## src/rtl/ivt_pkg.sv

```systemverilog
package ivt_pkg;

    localparam int CNT_W  = 16;
    localparam int SRC_N  = 8;
    localparam int SEL_W  = $clog2(SRC_N);
    localparam int SYNC_N = 2;

    // control word, bit 0 = run, [3:1] = source select, 4 = event select, [7:5] = mode
    typedef struct packed {
        logic [2:0]       mode;
        logic             evt_sel;
        logic [SEL_W-1:0] src_sel;
        logic             run;
    } ivt_ctl_t;

    localparam int CTL_W = $bits(ivt_ctl_t);

    typedef enum logic {
        REG_CTL = 1'b0,
        REG_CMP = 1'b1
    } ivt_reg_e;

    localparam logic [2:0] MODE_INTERVAL = 3'b000;

    function automatic logic ivt_active(input ivt_ctl_t c);
        return c.run && (c.mode == MODE_INTERVAL);
    endfunction

endpackage

```

## src/rtl/ivt_regs.sv

```systemverilog
module ivt_regs
    import ivt_pkg::*;
#(
    parameter int W = CNT_W
) (
    input  logic         clk,
    input  logic         rst,
    input  logic         wr_en,
    input  ivt_reg_e     wr_sel,
    input  logic [W-1:0] wr_data,
    output ivt_ctl_t     ctl_o,
    output logic [W-1:0] cmp_o
);

    ivt_ctl_t     ctl_q;
    logic [W-1:0] cmp_q;

    always_ff @(posedge clk) begin
        if (rst) begin
            ctl_q <= '0;
            cmp_q <= '0;
        end else if (wr_en) begin
            if (wr_sel == REG_CTL) ctl_q <= ivt_ctl_t'(wr_data[CTL_W-1:0]);
            else                   cmp_q <= wr_data;
        end
    end

    assign ctl_o = ctl_q;
    assign cmp_o = cmp_q;

    assert_ctl_write_R10: assert property (@(posedge clk) disable iff (rst)
        (wr_en && wr_sel == REG_CTL) |=> (ctl_q == $past(wr_data[CTL_W-1:0])));

    assert_cmp_write_R10: assert property (@(posedge clk) disable iff (rst)
        (wr_en && wr_sel == REG_CMP) |=> (cmp_q == $past(wr_data)));

endmodule

```

## src/rtl/ivt_tick_sel.sv

```systemverilog
module ivt_tick_sel
    import ivt_pkg::*;
#(
    parameter int N     = SRC_N,
    parameter int DEPTH = SYNC_N
) (
    input  logic         clk,
    input  logic         rst,
    input  ivt_ctl_t     ctl,
    input  logic [N-1:0] tick_in,
    input  logic         evt_in,
    output logic         tick_o
);

    // DEPTH synchronizer stages plus one history stage for edge detection
    logic [DEPTH:0] sh_q;
    logic           evt_edge;

    always_ff @(posedge clk) begin
        if (rst) sh_q <= '0;
        else     sh_q <= {sh_q[DEPTH-1:0], evt_in};
    end

    assign evt_edge = sh_q[DEPTH-1] & ~sh_q[DEPTH];
    assign tick_o   = ctl.evt_sel ? evt_edge : tick_in[ctl.src_sel];

    assert_evt_single_R7: assert property (@(posedge clk) disable iff (rst)
        evt_edge |=> !evt_edge);

endmodule

```

## src/rtl/ivt_counter.sv

```systemverilog
module ivt_counter
    import ivt_pkg::*;
#(
    parameter int W = CNT_W
) (
    input  logic         clk,
    input  logic         rst,
    input  logic         active,
    input  logic         tick,
    input  logic [W-1:0] cmp,
    output logic         flip_o,
    output logic         irq_o
);

    localparam logic [W-1:0] IDLE_VAL = '1;

    typedef struct packed {
        logic         started;
        logic [W-1:0] cnt;
        logic [W-1:0] buf_v;
    } cnt_state_t;

    cnt_state_t st_q, st_d;
    logic       irq_q, irq_d;
    logic       hit;

    assign hit = st_q.started && (st_q.cnt == st_q.buf_v);

    always_comb begin
        st_d   = st_q;
        irq_d  = 1'b0;
        flip_o = 1'b0;
        if (!active) begin
            st_d.started = 1'b0;
            st_d.cnt     = IDLE_VAL;
        end else if (tick) begin
            if (!st_q.started) begin
                st_d.started = 1'b1;
                st_d.cnt     = '0;
                st_d.buf_v   = cmp;
                flip_o       = 1'b1;
            end else if (hit) begin
                st_d.cnt   = '0;
                st_d.buf_v = cmp;
                flip_o     = 1'b1;
                irq_d      = 1'b1;
            end else begin
                st_d.cnt = st_q.cnt + 1'b1;
            end
        end
    end

    always_ff @(posedge clk) begin
        if (rst) begin
            st_q  <= '{started: 1'b0, cnt: IDLE_VAL, buf_v: '0};
            irq_q <= 1'b0;
        end else begin
            st_q  <= st_d;
            irq_q <= irq_d;
        end
    end

    assign irq_o = irq_q;

    assert_idle_hold_R2: assert property (@(posedge clk) disable iff (rst)
        !active |=> (st_q.cnt == IDLE_VAL && !st_q.started));

    assert_irq_cause_R4: assert property (@(posedge clk) disable iff (rst)
        irq_q |-> ($past(tick) && $past(st_q.started) && st_q.cnt == '0));

    assert_cnt_bound_R5: assert property (@(posedge clk) disable iff (rst)
        st_q.started |-> (st_q.cnt <= st_q.buf_v));

    assert_start_load_R3: assert property (@(posedge clk) disable iff (rst)
        $rose(st_q.started) |-> (st_q.cnt == '0 && st_q.buf_v == $past(cmp) && !irq_q));

endmodule

```

## src/rtl/interval_timer_top.sv

```systemverilog
module interval_timer_top
    import ivt_pkg::*;
#(
    parameter int W = CNT_W,
    parameter int N = SRC_N
) (
    input  logic         clk,
    input  logic         rst,
    input  logic         wr_en,
    input  logic         wr_sel,
    input  logic [W-1:0] wr_data,
    input  logic [N-1:0] tick_in,
    input  logic         evt_in,
    output logic         tmr_out,
    output logic         irq_out
);

    ivt_ctl_t     ctl;
    logic [W-1:0] cmp;
    logic         tick;
    logic         active;
    logic         flip;
    logic         out_q;

    ivt_regs #(.W(W)) u_regs (
        .clk     (clk),
        .rst     (rst),
        .wr_en   (wr_en),
        .wr_sel  (ivt_reg_e'(wr_sel)),
        .wr_data (wr_data),
        .ctl_o   (ctl),
        .cmp_o   (cmp)
    );

    ivt_tick_sel #(.N(N), .DEPTH(SYNC_N)) u_tick (
        .clk     (clk),
        .rst     (rst),
        .ctl     (ctl),
        .tick_in (tick_in),
        .evt_in  (evt_in),
        .tick_o  (tick)
    );

    assign active = ivt_active(ctl);

    ivt_counter #(.W(W)) u_cnt (
        .clk    (clk),
        .rst    (rst),
        .active (active),
        .tick   (tick),
        .cmp    (cmp),
        .flip_o (flip),
        .irq_o  (irq_out)
    );

    always_ff @(posedge clk) begin
        if (rst) out_q <= 1'b0;
        else     out_q <= out_q ^ flip;
    end

    assign tmr_out = out_q;

    assert_toggle_cause_R3: assert property (@(posedge clk) disable iff (rst)
        (out_q != $past(out_q)) |-> ($past(active) && $past(tick)));

    assert_irq_toggles_R4: assert property (@(posedge clk) disable iff (rst)
        irq_out |-> (out_q != $past(out_q)));

    assert_mode_idle_R8: assert property (@(posedge clk) disable iff (rst)
        (ctl.mode != MODE_INTERVAL) |=> $stable(out_q) && !irq_out);

endmodule

```

## config.mk

```make
export PLATFORM = sky130hd
export DESIGN_NAME = interval_timer_top
export DESIGN_NICKNAME = d
export VERILOG_FILES = /design/src/rtl/ivt_pkg.sv /design/src/rtl/ivt_regs.sv /design/src/rtl/ivt_tick_sel.sv /design/src/rtl/ivt_counter.sv /design/src/rtl/interval_timer_top.sv
export SDC_FILE = /design/constraint.sdc
export NUM_CORES = 1
export LEC_CHECK = 0
export BUFFER_PORTS_ARGS = -buffer_cell sky130_fd_sc_hd__buf_4
export CORE_MARGIN = 1
export CORE_UTILIZATION = 46
export DETAILED_ROUTE_END_ITERATION = 10
export GPL_TIMING_DRIVEN = 0
export PLACE_DENSITY_LB_ADDON = 0.08
export SKIP_CTS_REPAIR_TIMING = 1
export SYNTH_ARGS = -nofsm -noshare
export SYNTH_HDL_FRONTEND = slang
export SYNTH_SLANG_ARGS = --single-unit
```

## constraint.sdc

```tcl
create_clock -name clk -period 5.25 [get_ports clk]
set_clock_uncertainty 0.2 [all_clocks]
set_input_delay 1.05 -clock clk [delete_from_list [all_inputs] [get_ports clk]]
set_output_delay 1.05 -clock clk [all_outputs]
set_load 0.1 [all_outputs]
```

* Word level (Yosys, flattened, before mapping) *
Index checks and enable logic that the tools add are counted.

storage, ports and cells
  output and inout bits = 2
  flip-flop bits (word level) = 62
  input port bits = 29

operators by class
  mux-type cells = 10
  equal/unequal tests = 2
  bitwise logic cells = 7
  add/subtract/negate cells = 1
  reduce and logical (&&, ||, !) cells = 8
  $lt $le $gt $ge = 1

operators with widths
  cell                                                count
  two-way mux 16 bit                                  2
  two-way mux 32 bit                                  1
  adder 16 x 1 -> 16 bit, second input constant       1
  equality test 16 bit                                1
  two-way mux 1 bit                                   6
  inverter 1 bit                                      5
  < comparator 3 x 4 -> 1 bit, second input constant  1
  AND reduction 2 bit                                 2
  OR reduction 4 bit                                  1
  binary-select mux 1 bit (select 3 bit)              1
  zero test 3 bit                                     1
  AND reduction 3 bit                                 1
  logical AND 1 bit                                   2
  inequality test 2 bit, second input constant        1
  OR reduction 2 bit                                  1
  bitwise AND 1 bit                                   1
  bitwise XOR 1 bit                                   1

* Logic depth before layout (Yosys ltp) *
Gate-level depths: netlist of run 1.

  depth in word-level cells = 7
  mapped depth = 8
  mapped depth without buffers = 6

* Hierarchy *
A second synthesis of run 1 with hierarchy kept.

second synthesis, totals
  cells, all modules = 312
  area total of the unflattened synthesis = 3030.4 um^2

modules (own cells, without submodules)
  module              instances  cells an instance  area each (um^2)  seq. area each (um^2)
  ivt_counter         1          195                1774.2            680.7
  ivt_regs            1          99                 1052.3            480.5
  ivt_tick_sel        1          14                 156.4             60.1
  interval_timer_top  1          4                  47.5              20.0

* Least setup slack after synthesis of run 1 *
Ideal clock, no wire load.

  path kind = input-to-reg
  from = in tick_in[7]
  to = reg u_cnt.st_q[30] (netlist name)
  slack = 2.572 ns
  stages on the path = 6
  data arrival time = 2.356 ns
  buffers on the path = 1
  data required time = 4.928 ns
  cells stage by stage = mux4_2 nand2b_4 a21oi_2 buf_4 nor2_2 a221o_1

between the ends
  cells in the longest elaborated chain, start to end = 3

ends and longest elaborated chain
  element                                  line                      text
  start: declaration                       interval_timer_top.sv:12  input logic [N-1:0] tick_in,
  binary-select mux 1 bit (select 3 bit)   ivt_tick_sel.sv:25        assign tick_o = ctl.evt_sel ? evt_edge : tick_in[ctl.src_sel];
  two-way mux 1 bit (implied by the code)  ivt_tick_sel.sv:25
  two-way mux 1 bit                        ivt_tick_sel.sv:25
  end signal: assignment                   ivt_counter.sv:55         st_q <= '{started: 1'b0, cnt: IDLE_VAL, buf_v: '0};
  end signal: assignment                   ivt_counter.sv:58         st_q <= st_d;
  end: declaration                         ivt_counter.sv:23         cnt_state_t st_q, st_d;

No other way between the ends. The select of a mux whose other input is x is not followed.
A chain may end at the register's enable or synchronous reset.

* Worst setup path after layout of run 1 *
Ends and elaborated chain as after synthesis.

==> run metrics, run 1 <==
Detailed Place HPWL 4470 um; Simple-Gate Fraction of Synth Area 0.255; slew of the pin with the lowest slew margin 0.526 ns; R2R Path End u_cnt.st_q[30]; Cell Pwr Density 311 nW/um^2; Tot Pwr 0.00107 W; Root Driver clkbuf_8; Max-slew headroom 0.649; cell area after synthesis 2900 sq um; Psw 0.000264 W; VDD IR max 0.186 mV; yosys warns 0; mux cell area share after synthesis 0.0738; residual DRC count 0; Max Cap Viol 0; Worst Slack Setup Final 2.67 ns; main combinational cell family by area after synthesis simple AND/OR/NAND/NOR gates; Slew Limit Fails 0; routed wire length 6050 um; fin crit period 2.58 ns; power share of the combinational group 0.105; setup TNS 0 ns; layout cells sized above 1 0.165; area of the die 6630 sq um; synthesized flop and latch total 62; Area Overhead vs Synth 18.4%; Leakage 1.26 nW; HP Class flop to flop; TritonRoute pass-1 iters 4; Max clock buf depth 2; Compound-Gate Fraction of Synth Area 0.147; Flop pwr share 0.461; initial antenna violation count 0; design area 3430 sq um; Skew-Pair Late Insertion Delay 0.34 ns; H-tree depth 3; Seq/Total Area, Yosys 0.428; ANT nets after route 0; Syn Nets 355; Syn Area/Cell 8.92 sq um; Internal Power 0.000804 W; WS Path Type input pin to flop; core area 5990 sq um; pin count of the biggest net entering global routing 13; first-pass GRT wire length 10600 um; TritonCTS clock tree done; worst reg2reg path startpoint u_regs.ctl_o[5]; Overflow after GRT 0; status complete, no violations; drt first-iter violations 115; GRT Total Usage 0.214; Synth top area share 0.428; worst hold path stage count 1; Final period util 0.491; switching part of the total 0.247; CP endpoint kind flop; Setup crit start kind input pin; Yosys cell types 44; Post-Synth XOR/XNOR Area 0.0483; antenna cells 0; io pins 31; placed inst area 3210 sq um; vias in the first global route 2272; clock share of power 0.434; Worst Hold Launch u_tick.sh_q[0]; DR vias/cell 5.24; Rows 28; CTS sink count 62; Synth area leaders dfxtp_1, nand2b_1, nand2_1; Max Freq 388 MHz; final hold vios 0; Worst Path Required 5.28 ns; IO buf count 29; Die H 81.4 um; Data arrival, critical path 2.61 ns; vias 2334; CP startpoint tick_in[7]; Starting Density 0.484; Post-Place Worst Slack 2.33 ns; R2R depth 5; Hold Path Sink u_tick.sh_q[1]; Crit Path Max Fanout 10; Mapped Cells 325; adder-cell share of the synthesized area 0.00431; gpl congestion 0.794; Layout Nets 395; FF-to-FF setup slack 2.94 ns; wire per inst 13.6 um; cts bufs inserted 9; RSZ-0062 raised after global routing no; final setup vio count 0; Yosys top cell by area dfxtp_1; Die W 81.4 um; clock transition at the registers of the reported paths 0.07 ns
-- registers in the layout, indices dropped and copies added (netlist names) --
name / count
u_regs.cmp_o: 16
u_regs.ctl_o: 8
u_tick.sh_q: 3
u_cnt.irq_o: 1
u_cnt.st_q: 33
tmr_out: 1
-- placed cells by master (no fill, tap or decap), types with 4 or more instances in the layout --
master / n
nor2_1: 11
buf_4: 30
mux2i_1: 18
dfxtp_1: 62
xor2_1: 16
clkbuf_1: 13
nand2_1: 54
a21oi_1: 26
nor2b_1: 8
clkbuf_8: 9
a31o_1: 7
nor4_1: 7
and3_1: 4
a211o_1: 6
a221o_1: 8
nand2b_1: 33
nand4_1: 5
o21ai_0: 6
-- cell type report --
type | count | area (sq um)
fillers | 542 | 2560
clock inverters | 7 | 97.6
well taps | 75 | 93.8
flip-flops and latches | 62 | 1240
plain buffers | 23 | 120
inverters | 2 | 7.51
clock buffers | 9 | 124
repair buffers | 29 | 218
multi-input cells | 238 | 1530
-- worst max path at each step --
stage / to / slack, ns
after detailed placement: u_cnt.st_q[30] / 2.33
final: u_cnt.st_q[30] / 2.67
after CTS: u_cnt.st_q[30] / 2.69
after global routing: u_cnt.st_q[30] / 2.61
after floorplan: u_cnt.st_q[30] / 2.57
after global placement: u_cnt.st_q[21] / 2.32
-- kinds of logic after synthesis --
family / count (synthesis)
buffers and inverters: 25
and+or+nand+nor: 140
muxes: 20
DFF: 62
xor gates and xnor gates: 16
AOI/OAI and AO/OA: 61
adders and majority gates: 1
-- routing by layer --
metal	track usage	vias up	routed length (um)
met1	0.270	1064	2890
met3	0.0742	2	320
met4	0.0661	0	33
li1	-	1211	-
met5	0	-	0
met2	0.341	57	2810
-- worst max-delay path: stages --
cell      delay [ns]
buf_4           0.10
mux4_2          0.45
nand2b_4        0.16
a21oi_2         0.20
buf_4           0.22
nor2_2          0.11
a221o_1         0.32
-- power by group through the flow --
stage / combinational (W) / sequential, W / clock, W
final: 0.000112 / 0.000492 / 0.000463
after global routing: 0.000126 / 0.000494 / 0.000499
after CTS: 0.000113 / 0.000492 / 0.000479
after detailed placement: 0.000112 / 0.000503 / 0
after global placement: 0.000111 / 0.000503 / 0
after floorplan: 0.0000760 / 0.000502 / 0
-- synth_stat cells --
library cell,count
nand2_1,54
nor3_1,3
o21ai_1,1
and3_1,4
and2_1,1
o21ai_0,6
mux4_2,1
or3_1,2
nor2_2,1
a221oi_2,1
a21o_1,2
clkbuf_1,13
a221o_1,8
inv_1,2
o31ai_1,1
nor4_1,7
nand3b_1,1
a31o_1,7
mux2_1,1
nand4_1,5
mux2i_1,18
ha_1,1
a211o_1,6
nor4_2,2
a21oi_1,26
a41o_2,1
xor2_1,16
a21oi_2,1
nand2b_1,33
buf_1,3
nor4b_1,1
nor3b_2,1
nand2b_4,1
nor2_1,11
o41ai_1,1
dfxtp_1,62
or2_1,1
buf_2,3
or4b_1,1
nand3_1,3
buf_6,2
buf_4,1
buf_8,1
nor2b_1,8
-- per-stage QoR --
stage	hold WS, ns	utilization	cells
2_1_floorplan	0.214	-	325
3_3_place_gp	0.229	0.536	429
3_5_place_dp	0.244	0.536	429
4_1_cts	0.250	0.573	445
5_1_grt	0.269	0.573	445
6_report	0.245	0.573	445
No activity file was read; power rests on OpenSTA's default activity.
==> inputs of run 2 (changes only) <==
--- a/config.mk
+++ b/config.mk
@@ -5,6 +5,7 @@
 export SDC_FILE = /design/constraint.sdc
 export NUM_CORES = 1
 export LEC_CHECK = 0
+export ABC_AREA = 1
 export BUFFER_PORTS_ARGS = -buffer_cell sky130_fd_sc_hd__buf_4
 export CORE_MARGIN = 1
 export CORE_UTILIZATION = 46
==> constraint.sdc (replaced) <==
create_clock -name clk -period 2.6 [get_ports clk]
set_clock_uncertainty 0.2 [all_clocks]
set_input_delay 0.52 -clock clk [delete_from_list [all_inputs] [get_ports clk]]
set_output_delay 0.52 -clock clk [all_outputs]
set_load 0.1 [all_outputs]
==> run metrics, run 2 <==
first-pass GRT wire length 11500 um (+8.1%); Max Freq 473 MHz; Skew-Pair Late Insertion Delay 0.35 ns (about the same); Worst Path Required 2.63 ns (-2.65 ns); Largest register FFs 33 (unchanged); Yosys top cell by area dfxtp_1; Post-synth EDFFs 0 (unchanged); ANT nets after route 0 (unchanged); Slew Limit Fails 0 (unchanged); GR Util met2 0.331 (-0.00972); drt first-iter violations 147 (+28%); wire per inst 10.7 um (-21%); vias 2763 (+18%); Synth top area share 0.403 (-0.0245); status complete, no violations; Max Cap Viol 0 (unchanged); RSZ-0062 raised after global routing no; DR vias/cell 4.64 (-11%); Die H 83.8 um (+2.9%); gpl congestion 0.811 (+2.1%); residual DRC count 0 (unchanged); Root Driver clkbuf_8; final hold vios 0 (unchanged); synthesized flop and latch total 62 (unchanged); gr busiest metal met2; Crit Path Max Fanout 10 (unchanged); most common cell in the synthesized netlist nand2_1; Yosys cell types 26 (-41%); fin crit period 2.11 ns; commonest non-fill, non-tap cell in the layout nand2_1; Final period util 0.813; Syn Nets 502 (+41%); GRT Total Usage 0.203 (-0.0112); cell area after synthesis 3080 sq um (+6.1%); Largest Register u_cnt.st_q; area of the die 7020 sq um (+5.9%); VDD IR max 0.471 mV (+150%); Overflow after GRT 0 (unchanged); cts bufs inserted 9 (unchanged); Die W 83.8 um (+2.9%); Setup crit start kind flop; setup TNS 0 ns (unchanged); Layout Nets 543 (+37%); Synth area leaders dfxtp_1, nand2_1, inv_1; clock transition at the registers of the reported paths 0.08 ns (about the same); Starting Density 0.482 (-0.00235); Leakage 1.85 nW (+47%); commonest cells after routing, fill and taps aside nand2_1, inv_1, dfxtp_1, nor2_1, buf_4; grt met1 use 0.258 (-0.0128); routed wire length 6390 um (+5.7%); Async SR Flop Fraction 0 (unchanged); HP Class input pin to flop; Seq/Total Area, Yosys 0.403 (-0.0245); Mapped Cells 472 (+45%); Commonest cells post-synth nand2_1, inv_1, dfxtp_1; fin util 0.560 (-0.0135); yosys warns 0 (unchanged); CP endpoint kind flop; H-tree depth 3 (unchanged); final setup vio count 0 (unchanged); slew of the pin with the lowest slew margin 0.600 ns (+0.0740 ns); Primary FF master, synth dfxtp_1; io pins 31 (unchanged); Rows 29 (+3.6%); pin count of the biggest net entering global routing 13 (unchanged); Detailed Place HPWL 4860 um (+8.6%); TritonRoute pass-1 iters 5 (+1); Post-Place Worst Slack 0.481 ns (-1.85 ns); initial antenna violation count 0 (unchanged); vias in the first global route 2578 (+13%); Max clock buf depth 2 (unchanged); IO buf count 30 (+3.4%); Syn Area/Cell 6.52 sq um (-27%); Cell Pwr Density 591 nW/um^2 (+90%); TritonCTS clock tree done; CTS sink count 62 (unchanged); layout cells sized above 1 0.125 (-0.0394); Max-slew headroom 0.597 (-0.0523); met3 Usage GRT 0.0534 (-0.0207); WS Path Type flop to flop; core area 6390 sq um (+6.6%); Area Overhead vs Synth 16.1%; antenna cells 0 (unchanged); Worst Slack Setup Final 0.487 ns (-2.19 ns); Data arrival, critical path 2.14 ns (-0.47 ns)
==> run 2: worst max-delay path, cell delays in order, from the launching register on <==
cell and delay [ns]:
dfxtp_1 0.34, nor4_4 0.59, nand2_1 0.23, inv_1 0.26
buf_2 0.27, nand3_1 0.10
==> run 2: final cells by class <==
class | instances | area (sq um)
Buffer | 18 | 82.6
Clock buffer | 9 | 124
Clock inverter | 7 | 51.3
Fill cell | 653 | 2810
Inverter | 94 | 353
Multi-Input combinational cell | 298 | 1400
Sequential cell | 62 | 1240
Tap cell | 77 | 96.3
Timing Repair Buffer | 30 | 225
==> run 2: worst paths after layout <==
kind / startpoint / endpoint / slack (ns) / depth (start not counted)
worst min register to register: u_tick.sh_q[0] / u_tick.sh_q[1] / 0.21 / 2
worst max register to register: u_regs.ctl_o[5] / u_cnt.st_q[29] / 0.49 / 5
worst max-delay path: u_regs.ctl_o[5] / u_cnt.st_q[29] / 0.49 / 5
worst min-delay path: rst / u_tick.sh_q[0] / 0.15 / 2
==> run 2: metrics by stage <==
step | std cells | cell area (sq um) | hold slack [ns] | power, W
4_1_cts | 595 | 3570 | 0.135 | 0.00214
6_report | 595 | 3570 | 0.151 | 0.00211
3_3_place_gp | 579 | 3400 | 0.190 | 0.00138
3_5_place_dp | 579 | 3400 | 0.200 | 0.00138
2_1_floorplan | 472 | 3080 | 0.188 | 0.00129
5_1_grt | 595 | 3570 | 0.144 | 0.00223
==> run 2: power breakdown <==
group	internal (W)	total, W	leakage (nW)	switching, W
registers	0.000996	0.00102	0.507	0.0000252
clock network	0.000346	0.000751	0.0852	0.000405
logic	0.000127	0.000338	1.26	0.000210
==> run 2: routing by layer <==
layer	share of wire	wire, um	up-vias
li1	-	-	1537
met1	0.50	3180	1163
met2	0.44	2840	55
met3	0.043	277	8
met4	0.014	91	0
met5	0	0	-
==> run 2: logic make-up after synthesis <==
family	Yosys count	synth area share
XOR/XNOR	11	0.0313
buffers and inverters	112	0.142
AO/OA/AOI/OAI	52	0.0882
AND/OR/NAND/NOR	234	0.331
adder cells (fa/ha/maj)	1	0.00407
flip-flops	62	0.403
